**src/rtl/mbx_pkg.sv**
```systemverilog
package mbx_pkg;

    localparam int ADDR_W = 3;

    // register addresses, identical on both sides
    localparam logic [ADDR_W-1:0] RG_DATA = 3'd0;
    localparam logic [ADDR_W-1:0] RG_STAT = 3'd1;
    localparam logic [ADDR_W-1:0] RG_RDY  = 3'd2;
    localparam logic [ADDR_W-1:0] RG_VLD  = 3'd3;
    localparam logic [ADDR_W-1:0] RG_ACK  = 3'd4;
    localparam logic [ADDR_W-1:0] RG_IRQ  = 3'd5;
    localparam logic [ADDR_W-1:0] RG_ICLR = 3'd6;
    localparam logic [ADDR_W-1:0] RG_CNT  = 3'd7;

    // status bit positions
    localparam int SB_IN_IRQ   = 7;
    localparam int SB_IN_VLD   = 6;
    localparam int SB_OUT_RDY  = 5;
    localparam int SB_OUT_ACK  = 4;
    localparam int SB_OUT_OVR  = 3;
    localparam int SB_IN_DONE  = 2;
    localparam int SB_OUT_DONE = 1;
    localparam int SB_OUT_VLD  = 0;

    typedef enum logic [1:0] {
        CH_IDLE = 2'd0,
        CH_LEN  = 2'd1,
        CH_BODY = 2'd2,
        CH_DONE = 2'd3
    } ch_state_e;

endpackage

```
**src/rtl/mbx_chan.sv**
```systemverilog
module mbx_chan
    import mbx_pkg::*;
#(
    parameter int DW = 8
) (
    input  logic          clk,
    input  logic          rst,
    // sender side controls
    input  logic          snd_irq_set,
    input  logic          snd_data_wr,
    input  logic          snd_vld_wr,
    input  logic          snd_vld_lvl,
    input  logic [DW-1:0] snd_wdata,
    // receiver side controls
    input  logic          rcv_rdy_wr,
    input  logic          rcv_rdy_lvl,
    input  logic          rcv_ack_pls,
    input  logic          rcv_irq_clr,
    // state
    output logic [DW-1:0] latch_q,
    output logic          irq_q,
    output logic          rdy_q,
    output logic          vld_q,
    output logic          ack_q,
    output logic          ovr_q,
    output logic [DW-1:0] cnt_q,
    output logic          done
);

    localparam logic [DW-1:0] CNT_ONE = DW'(1);

    ch_state_e state_q, state_d;
    logic      accept;

    assign accept = rcv_ack_pls && vld_q;

    // state register
    always_ff @(posedge clk) begin
        if (rst) state_q <= CH_IDLE;
        else     state_q <= state_d;
    end

    // next state
    always_comb begin
        state_d = state_q;
        if (snd_irq_set) begin
            state_d = CH_LEN;                          // START
        end else begin
            unique case (state_q)
                CH_IDLE: state_d = CH_IDLE;
                CH_LEN: begin
                    if (accept) begin
                        if (latch_q == '0) state_d = CH_DONE;   // LEN_ZERO
                        else               state_d = CH_BODY;   // LEN_LOAD
                    end
                end
                CH_BODY: begin
                    if (accept && cnt_q == CNT_ONE) state_d = CH_DONE; // BODY_LAST
                end
                CH_DONE: state_d = CH_DONE;
                default: state_d = CH_IDLE;
            endcase
        end
    end

    // counter
    always_ff @(posedge clk) begin
        if (rst) begin
            cnt_q <= '0;
        end else if (snd_irq_set) begin
            cnt_q <= '0;
        end else if (accept) begin
            unique case (state_q)
                CH_LEN:  cnt_q <= latch_q;
                CH_BODY: cnt_q <= cnt_q - CNT_ONE;
                default: cnt_q <= cnt_q;
            endcase
        end
    end

    // data latch and overrun
    always_ff @(posedge clk) begin
        if (rst) begin
            latch_q <= '0;
            ovr_q   <= 1'b0;
        end else if (snd_data_wr) begin
            if (vld_q) ovr_q   <= 1'b1;
            else       latch_q <= snd_wdata;
        end
    end

    // interrupt request
    always_ff @(posedge clk) begin
        if (rst)              irq_q <= 1'b0;
        else if (snd_irq_set) irq_q <= 1'b1;
        else if (rcv_irq_clr) irq_q <= 1'b0;
    end

    // handshake flags
    always_ff @(posedge clk) begin
        if (rst) begin
            rdy_q <= 1'b0;
            vld_q <= 1'b0;
            ack_q <= 1'b0;
        end else begin
            if (accept)          rdy_q <= 1'b0;
            else if (rcv_rdy_wr) rdy_q <= rcv_rdy_lvl;

            if (snd_vld_wr) vld_q <= snd_vld_lvl;

            if (snd_vld_wr && !snd_vld_lvl) ack_q <= 1'b0;
            else if (accept)                ack_q <= 1'b1;
        end
    end

    // outputs
    always_comb begin
        done = 1'b0;
        unique case (state_q)
            CH_DONE: done = 1'b1;
            default: done = 1'b0;
        endcase
    end

endmodule

```
**src/rtl/mbx_port.sv**
```systemverilog
module mbx_port
    import mbx_pkg::*;
#(
    parameter int DW = 8
) (
    input  logic              wr,
    input  logic              rd,
    input  logic [ADDR_W-1:0] addr,
    input  logic [DW-1:0]     wdata,
    output logic [DW-1:0]     rdata,
    // strobes toward the outbound channel
    output logic              out_irq_set,
    output logic              out_data_wr,
    output logic              out_vld_wr,
    // strobes toward the inbound channel
    output logic              in_rdy_wr,
    output logic              in_ack_pls,
    output logic              in_irq_clr,
    // state of the outbound channel
    input  logic              out_rdy,
    input  logic              out_vld,
    input  logic              out_ack,
    input  logic              out_ovr,
    input  logic              out_done,
    // state of the inbound channel
    input  logic [DW-1:0]     in_latch,
    input  logic              in_irq,
    input  logic              in_vld,
    input  logic              in_done,
    input  logic [DW-1:0]     in_cnt
);

    logic [DW-1:0] stat;

    // write decode
    always_comb begin
        out_irq_set = 1'b0;
        out_data_wr = 1'b0;
        out_vld_wr  = 1'b0;
        in_rdy_wr   = 1'b0;
        in_ack_pls  = 1'b0;
        in_irq_clr  = 1'b0;
        if (wr) begin
            unique case (addr)
                RG_DATA: out_data_wr = 1'b1;
                RG_RDY:  in_rdy_wr   = 1'b1;
                RG_VLD:  out_vld_wr  = 1'b1;
                RG_ACK:  in_ack_pls  = 1'b1;
                RG_IRQ:  out_irq_set = wdata[0];
                RG_ICLR: in_irq_clr  = !wdata[0];
                default: ;
            endcase
        end
    end

    // status word
    always_comb begin
        stat              = '0;
        stat[SB_IN_IRQ]   = in_irq;
        stat[SB_IN_VLD]   = in_vld;
        stat[SB_OUT_RDY]  = out_rdy;
        stat[SB_OUT_ACK]  = out_ack;
        stat[SB_OUT_OVR]  = out_ovr;
        stat[SB_IN_DONE]  = in_done;
        stat[SB_OUT_DONE] = out_done;
        stat[SB_OUT_VLD]  = out_vld;
    end

    // read mux
    always_comb begin
        rdata = '0;
        if (rd) begin
            unique case (addr)
                RG_DATA: rdata = in_latch;
                RG_STAT: rdata = stat;
                RG_CNT:  rdata = in_cnt;
                default: rdata = '0;
            endcase
        end
    end

endmodule

```
**src/rtl/mbx_top.sv**
```systemverilog
module mbx_top
    import mbx_pkg::*;
#(
    parameter int DW = 8
) (
    input  logic              clk,
    input  logic              rst,
    input  logic              a_wr,
    input  logic              a_rd,
    input  logic [ADDR_W-1:0] a_addr,
    input  logic [DW-1:0]     a_wdata,
    output logic [DW-1:0]     a_rdata,
    output logic              a_irq,
    input  logic              b_wr,
    input  logic              b_rd,
    input  logic [ADDR_W-1:0] b_addr,
    input  logic [DW-1:0]     b_wdata,
    output logic [DW-1:0]     b_rdata,
    output logic              b_irq
);

    localparam int NS = 2;   // side 0 = A, side 1 = B; channel k sends from side k

    logic [NS-1:0]              wr_s, rd_s;
    logic [NS-1:0][ADDR_W-1:0]  addr_s;
    logic [NS-1:0][DW-1:0]      wdata_s, rdata_s;

    logic [NS-1:0]              irq_set_s, data_wr_s, vld_wr_s;
    logic [NS-1:0]              rdy_wr_s, ack_pls_s, irq_clr_s;
    logic [NS-1:0][DW-1:0]      latch_q, cnt_q;
    logic [NS-1:0]              irq_q, rdy_q, vld_q, ack_q, ovr_q, done_s;

    assign wr_s    = {b_wr, a_wr};
    assign rd_s    = {b_rd, a_rd};
    assign addr_s  = {b_addr, a_addr};
    assign wdata_s = {b_wdata, a_wdata};
    assign a_rdata = rdata_s[0];
    assign b_rdata = rdata_s[1];
    assign a_irq   = irq_q[1];
    assign b_irq   = irq_q[0];

    for (genvar k = 0; k < NS; k++) begin : g_side
        localparam int PEER = NS - 1 - k;

        mbx_chan #(.DW(DW)) u_chan (
            .clk         (clk),
            .rst         (rst),
            .snd_irq_set (irq_set_s[k]),
            .snd_data_wr (data_wr_s[k]),
            .snd_vld_wr  (vld_wr_s[k]),
            .snd_vld_lvl (wdata_s[k][0]),
            .snd_wdata   (wdata_s[k]),
            .rcv_rdy_wr  (rdy_wr_s[k]),
            .rcv_rdy_lvl (wdata_s[PEER][0]),
            .rcv_ack_pls (ack_pls_s[k]),
            .rcv_irq_clr (irq_clr_s[k]),
            .latch_q     (latch_q[k]),
            .irq_q       (irq_q[k]),
            .rdy_q       (rdy_q[k]),
            .vld_q       (vld_q[k]),
            .ack_q       (ack_q[k]),
            .ovr_q       (ovr_q[k]),
            .cnt_q       (cnt_q[k]),
            .done        (done_s[k])
        );

        mbx_port #(.DW(DW)) u_port (
            .wr          (wr_s[k]),
            .rd          (rd_s[k]),
            .addr        (addr_s[k]),
            .wdata       (wdata_s[k]),
            .rdata       (rdata_s[k]),
            .out_irq_set (irq_set_s[k]),
            .out_data_wr (data_wr_s[k]),
            .out_vld_wr  (vld_wr_s[k]),
            .in_rdy_wr   (rdy_wr_s[PEER]),
            .in_ack_pls  (ack_pls_s[PEER]),
            .in_irq_clr  (irq_clr_s[PEER]),
            .out_rdy     (rdy_q[k]),
            .out_vld     (vld_q[k]),
            .out_ack     (ack_q[k]),
            .out_ovr     (ovr_q[k]),
            .out_done    (done_s[k]),
            .in_latch    (latch_q[PEER]),
            .in_irq      (irq_q[PEER]),
            .in_vld      (vld_q[PEER]),
            .in_done     (done_s[PEER]),
            .in_cnt      (cnt_q[PEER])
        );
    end

endmodule

```
**config.mk**
```make
export PLATFORM = sky130hd
export DESIGN_NAME = mbx_top
export DESIGN_NICKNAME = d
export VERILOG_FILES = /design/src/rtl/mbx_pkg.sv /design/src/rtl/mbx_chan.sv /design/src/rtl/mbx_port.sv /design/src/rtl/mbx_top.sv
export SDC_FILE = /design/constraint.sdc
export NUM_CORES = 1
export LEC_CHECK = 0
export ABC_AREA = 1
export BUFFER_PORTS_ARGS = -buffer_cell sky130_fd_sc_hd__buf_2
export CAP_MARGIN = 30
export CORE_UTILIZATION = 57
export CTS_CLUSTER_DIAMETER = 60
export DETAILED_ROUTE_END_ITERATION = 10
export HOLD_SLACK_MARGIN = 0.12
export PLACE_DENSITY_LB_ADDON = 0.1
export SLEW_MARGIN = 20
export SYNTH_ARGS = -nofsm -noshare
export SYNTH_HDL_FRONTEND = slang
export SYNTH_SLANG_ARGS = --single-unit
```
**constraint.sdc**
```tcl
create_clock -name clk -period 1.7 [get_ports clk]
set_clock_uncertainty 0.15 [all_clocks]
set_input_delay 0.085 -clock clk [delete_from_list [all_inputs] [get_ports clk]]
set_output_delay 0.085 -clock clk [all_outputs]
set_load 0.01 [all_outputs]
```
==> results.yml <==
sta:
  setup_ws_ns: 0.0151
  setup_tns_ns: 0
  tightest_slew_ns: 0.395
  period_minus_slack_ns: 1.68
  relSlewSlack_pct: 73.5
  setup_viol: 0
  hold_viol: 0
  fin_crit_sh_pct: 99.1
  drv_slew: 0
  fmax_mhz: 593
final_layout:
  area_growth_pct: 29.6
  final_util_pct: 77.6
  final_cells: 602
  mostFrequentLayoutCells: "inv_1, nand2_1, a21oi_1, o21ai_0, buf_2"
  drive_gt1_share_pct: 17.6
  final_common_cell: "inv_1"
  fill_cells: 402
  seq_area_sq_um: 926
  multi_input_area_sq_um: 1640
  nets: 574
  antenna-diode-count: 0
outcome:
  status: "finished clean"
cts:
  path_clk_slew_ns: 0.10
  clkLatencyLatePin_ns: 0.31
  clockRootBuffer: "clkbuf_8"
  htreeDepth: 2
  numCtsBuffers: 5
  cts_tree: "built"
  clk_path_buf_depth: 2
  cts_sinks: 46
detailed_routing:
  drt-met1-wl_microns: 3990
  met3WireLength_microns: 746
  final_antenna_net_count: 0
  dr.pass1.iters: 5
  top_layer: "met4"
  via_count: 3432
  routed_via_density: 5.70
  met2WireLength_microns: 3930
  drt_iter0_drc: 377
  routedWlPerCell_microns: 14.6
  wl_microns: 8770
  drc: 0
grt:
  grt_pass1_vias: 2862
  grt_max_degree: 20
  gr-total-overflow: 0
  grt_pass1_wl_microns: 13500
  grtUsageTotal_pct: 33.2
  antenna_found_initial: 0
min_path:
  hold_depth: 4
  hp-class: "input port to flip-flop"
  hold_start: "a_addr[2]"
  hold_path_end: "g_side[0].u_chan.ovr_q"
die:
  rows: 25
  die_area_sq_um: 5310
  die_y_microns: 72.9
  io_pins: 46
  start_util_pct: 59.8
  die_x_microns: 72.9
  core_sq_um: 4790
worst_setup_path:
  r2r_cells: 7
  worstPathArrival_ns: 1.78
  end_kind: "flip-flop"
  worst-path-max-fanout: 12
  rrSetupSlack_ns: 0.02
  rr_endpoint: "g_side[0].u_chan.cnt_q[4]"
  cp-start-kind: "flip-flop"
  worstSetupPathType: "flip-flop to flip-flop"
  reg2reg_from: "g_side[0].u_chan.state_q[0]"
  cp.required_ns: 1.80
power:
  p_comb_share_pct: 12.6
  switching_share_pct: 25.9
  p_per_area_nw_per_um2: 600
  p_leak_uw: 0.00172
  p_clk_share_pct: 37.7
  pwr-share-seq_pct: 49.7
  switching_power_uw: 576
  internal-power_uw: 1650
  ir_drop_uv: 471
synthesis:
  ys_warn_count: 0
  syn_nets: 486
  synth_cells: 446
  ys_ff_latch: 46
  synth_area_per_cell_sq_um: 6.42
  ys_types: 29
  seq_area_frac_synth_pct: 32.2
  syn_area_sq_um: 2860
place:
  gp_congestion: 0.950
  post-place-ws_ns: -0.120
  portBuffers: 45
  hpwl_microns: 6170
  dp_cells: 561
flow_run:
  maxCapViolations: 0
[metrics by stage]
step / total power, uW / area, sq um / hold slack (ns)
2_1_floorplan: 1250 / 2860 / 0.0953
3_3_place_gp: 1340 / 3220 / 0.209
3_5_place_dp: 1350 / 3220 / 0.221
4_1_cts: 2200 / 3600 / -0.00889
5_1_grt: 2300 / 3710 / 0.109
6_report: 2230 / 3710 / 0.0903
[routing by layer]
metal	vias up	global-route usage [%]
li1	1637	-
met1	1594	49.9
met2	189	50.1
met3	12	4.56
met4	0	7.84
met5	-	0
[worst max-delay path: stages (launching register included)]
cell,delay (ns)
dfxtp_2,0.34
inv_1,0.08
ha_2,0.22
clkinvlp_4,0.20
buf_4,0.20
a21oi_1,0.17
o21ai_0,0.12
a21oi_1,0.14
[what timing repair did]
action                                 in CTS  in global routing
hold buffers                               26                  1
endpoints found under the hold margin      32                  1
setup endpoints to repair                   9                 20
setup buffers                               0                  6
pin swaps                                   1                  4
gates resized for setup                     5                 22
[sequential cells by signal, indices dropped and copies added, names as in the netlist]
| name | cells |
|---|---|
| g_side.u_chan.ovr_q | 2 |
| g_side.u_chan.ack_q | 2 |
| g_side.u_chan.latch_q | 16 |
| g_side.u_chan.irq_q | 2 |
| g_side.u_chan.vld_q | 2 |
| g_side.u_chan.state_q | 4 |
| g_side.u_chan.cnt_q | 16 |
| g_side.u_chan.rdy_q | 2 |
[power groups by stage]
stage / clock network [uW] / registers [uW] / logic (uW)
6_report: 839 / 1110 / 280
5_1_grt: 880 / 1110 / 305
4_1_cts: 836 / 1110 / 262
3_5_place_dp: 0 / 1130 / 215
3_3_place_gp: 0 / 1130 / 213
2_1_floorplan: 0 / 1130 / 119
[worst max-delay path by stage]
| stage | from | end | slack, ns | cells after the start |
|---|---|---|---|---|
| finish | g_side[0].u_chan.state_q[0] | g_side[0].u_chan.cnt_q[4] | 0.02 | 7 |
| global placement | g_side[0].u_chan.state_q[1] | g_side[0].u_chan.cnt_q[4] | 0.06 | 6 |
| CTS | g_side[0].u_chan.state_q[0] | b_rdata[2] | 0.02 | 7 |
| detailed placement | g_side[0].u_chan.state_q[1] | g_side[0].u_chan.cnt_q[3] | -0.12 | 6 |
| global route | g_side[0].u_chan.state_q[0] | g_side[0].u_chan.cnt_q[0] | -0.09 | 6 |
| floorplan | g_side[0].u_chan.state_q[0] | g_side[0].u_chan.state_q[0] | 0.13 | 9 |
[cell usage after synthesis (all sizes together)]
cell type,number,area share (%)
a211oi,3,0.79
buf,9,1.7
a21oi,51,8.9
clkbuf,1,0.13
nand2,76,10
nand4,6,1.5
inv,81,11
o211ai,3,0.79
nor3b,1,0.26
o21a,1,0.26
nand3,29,5.7
ha,12,5.2
or2,1,0.22
xor2,1,0.31
dfxtp,46,32
nor3,11,1.9
o22ai,10,2.2
o221ai,3,0.92
nor2,45,6.5
o21ai,56,9.8
[layout make-up]
class / count / area share, %
clock inverters: 2 / 1.01
multi-input cells: 309 / 44.1
clock buffers: 6 / 1.95
flip-flops and latches: 46 / 24.9
well taps: 67 / 2.26
repair buffers: 91 / 17.4
inverters: 81 / 8.43
[cell families (layout without fill, tap and decap cells)]
kind of cell,Yosys count,in the layout,synth area share (%)
flops,46,46,32.2
compound gates,127,127,23.6
fa+ha+maj,12,12,5.24
simple gates,169,169,26.2
xor+xnor,1,1,0.306
buf+inv,91,180,12.5
No activity file was read; power rests on OpenSTA's default activity.
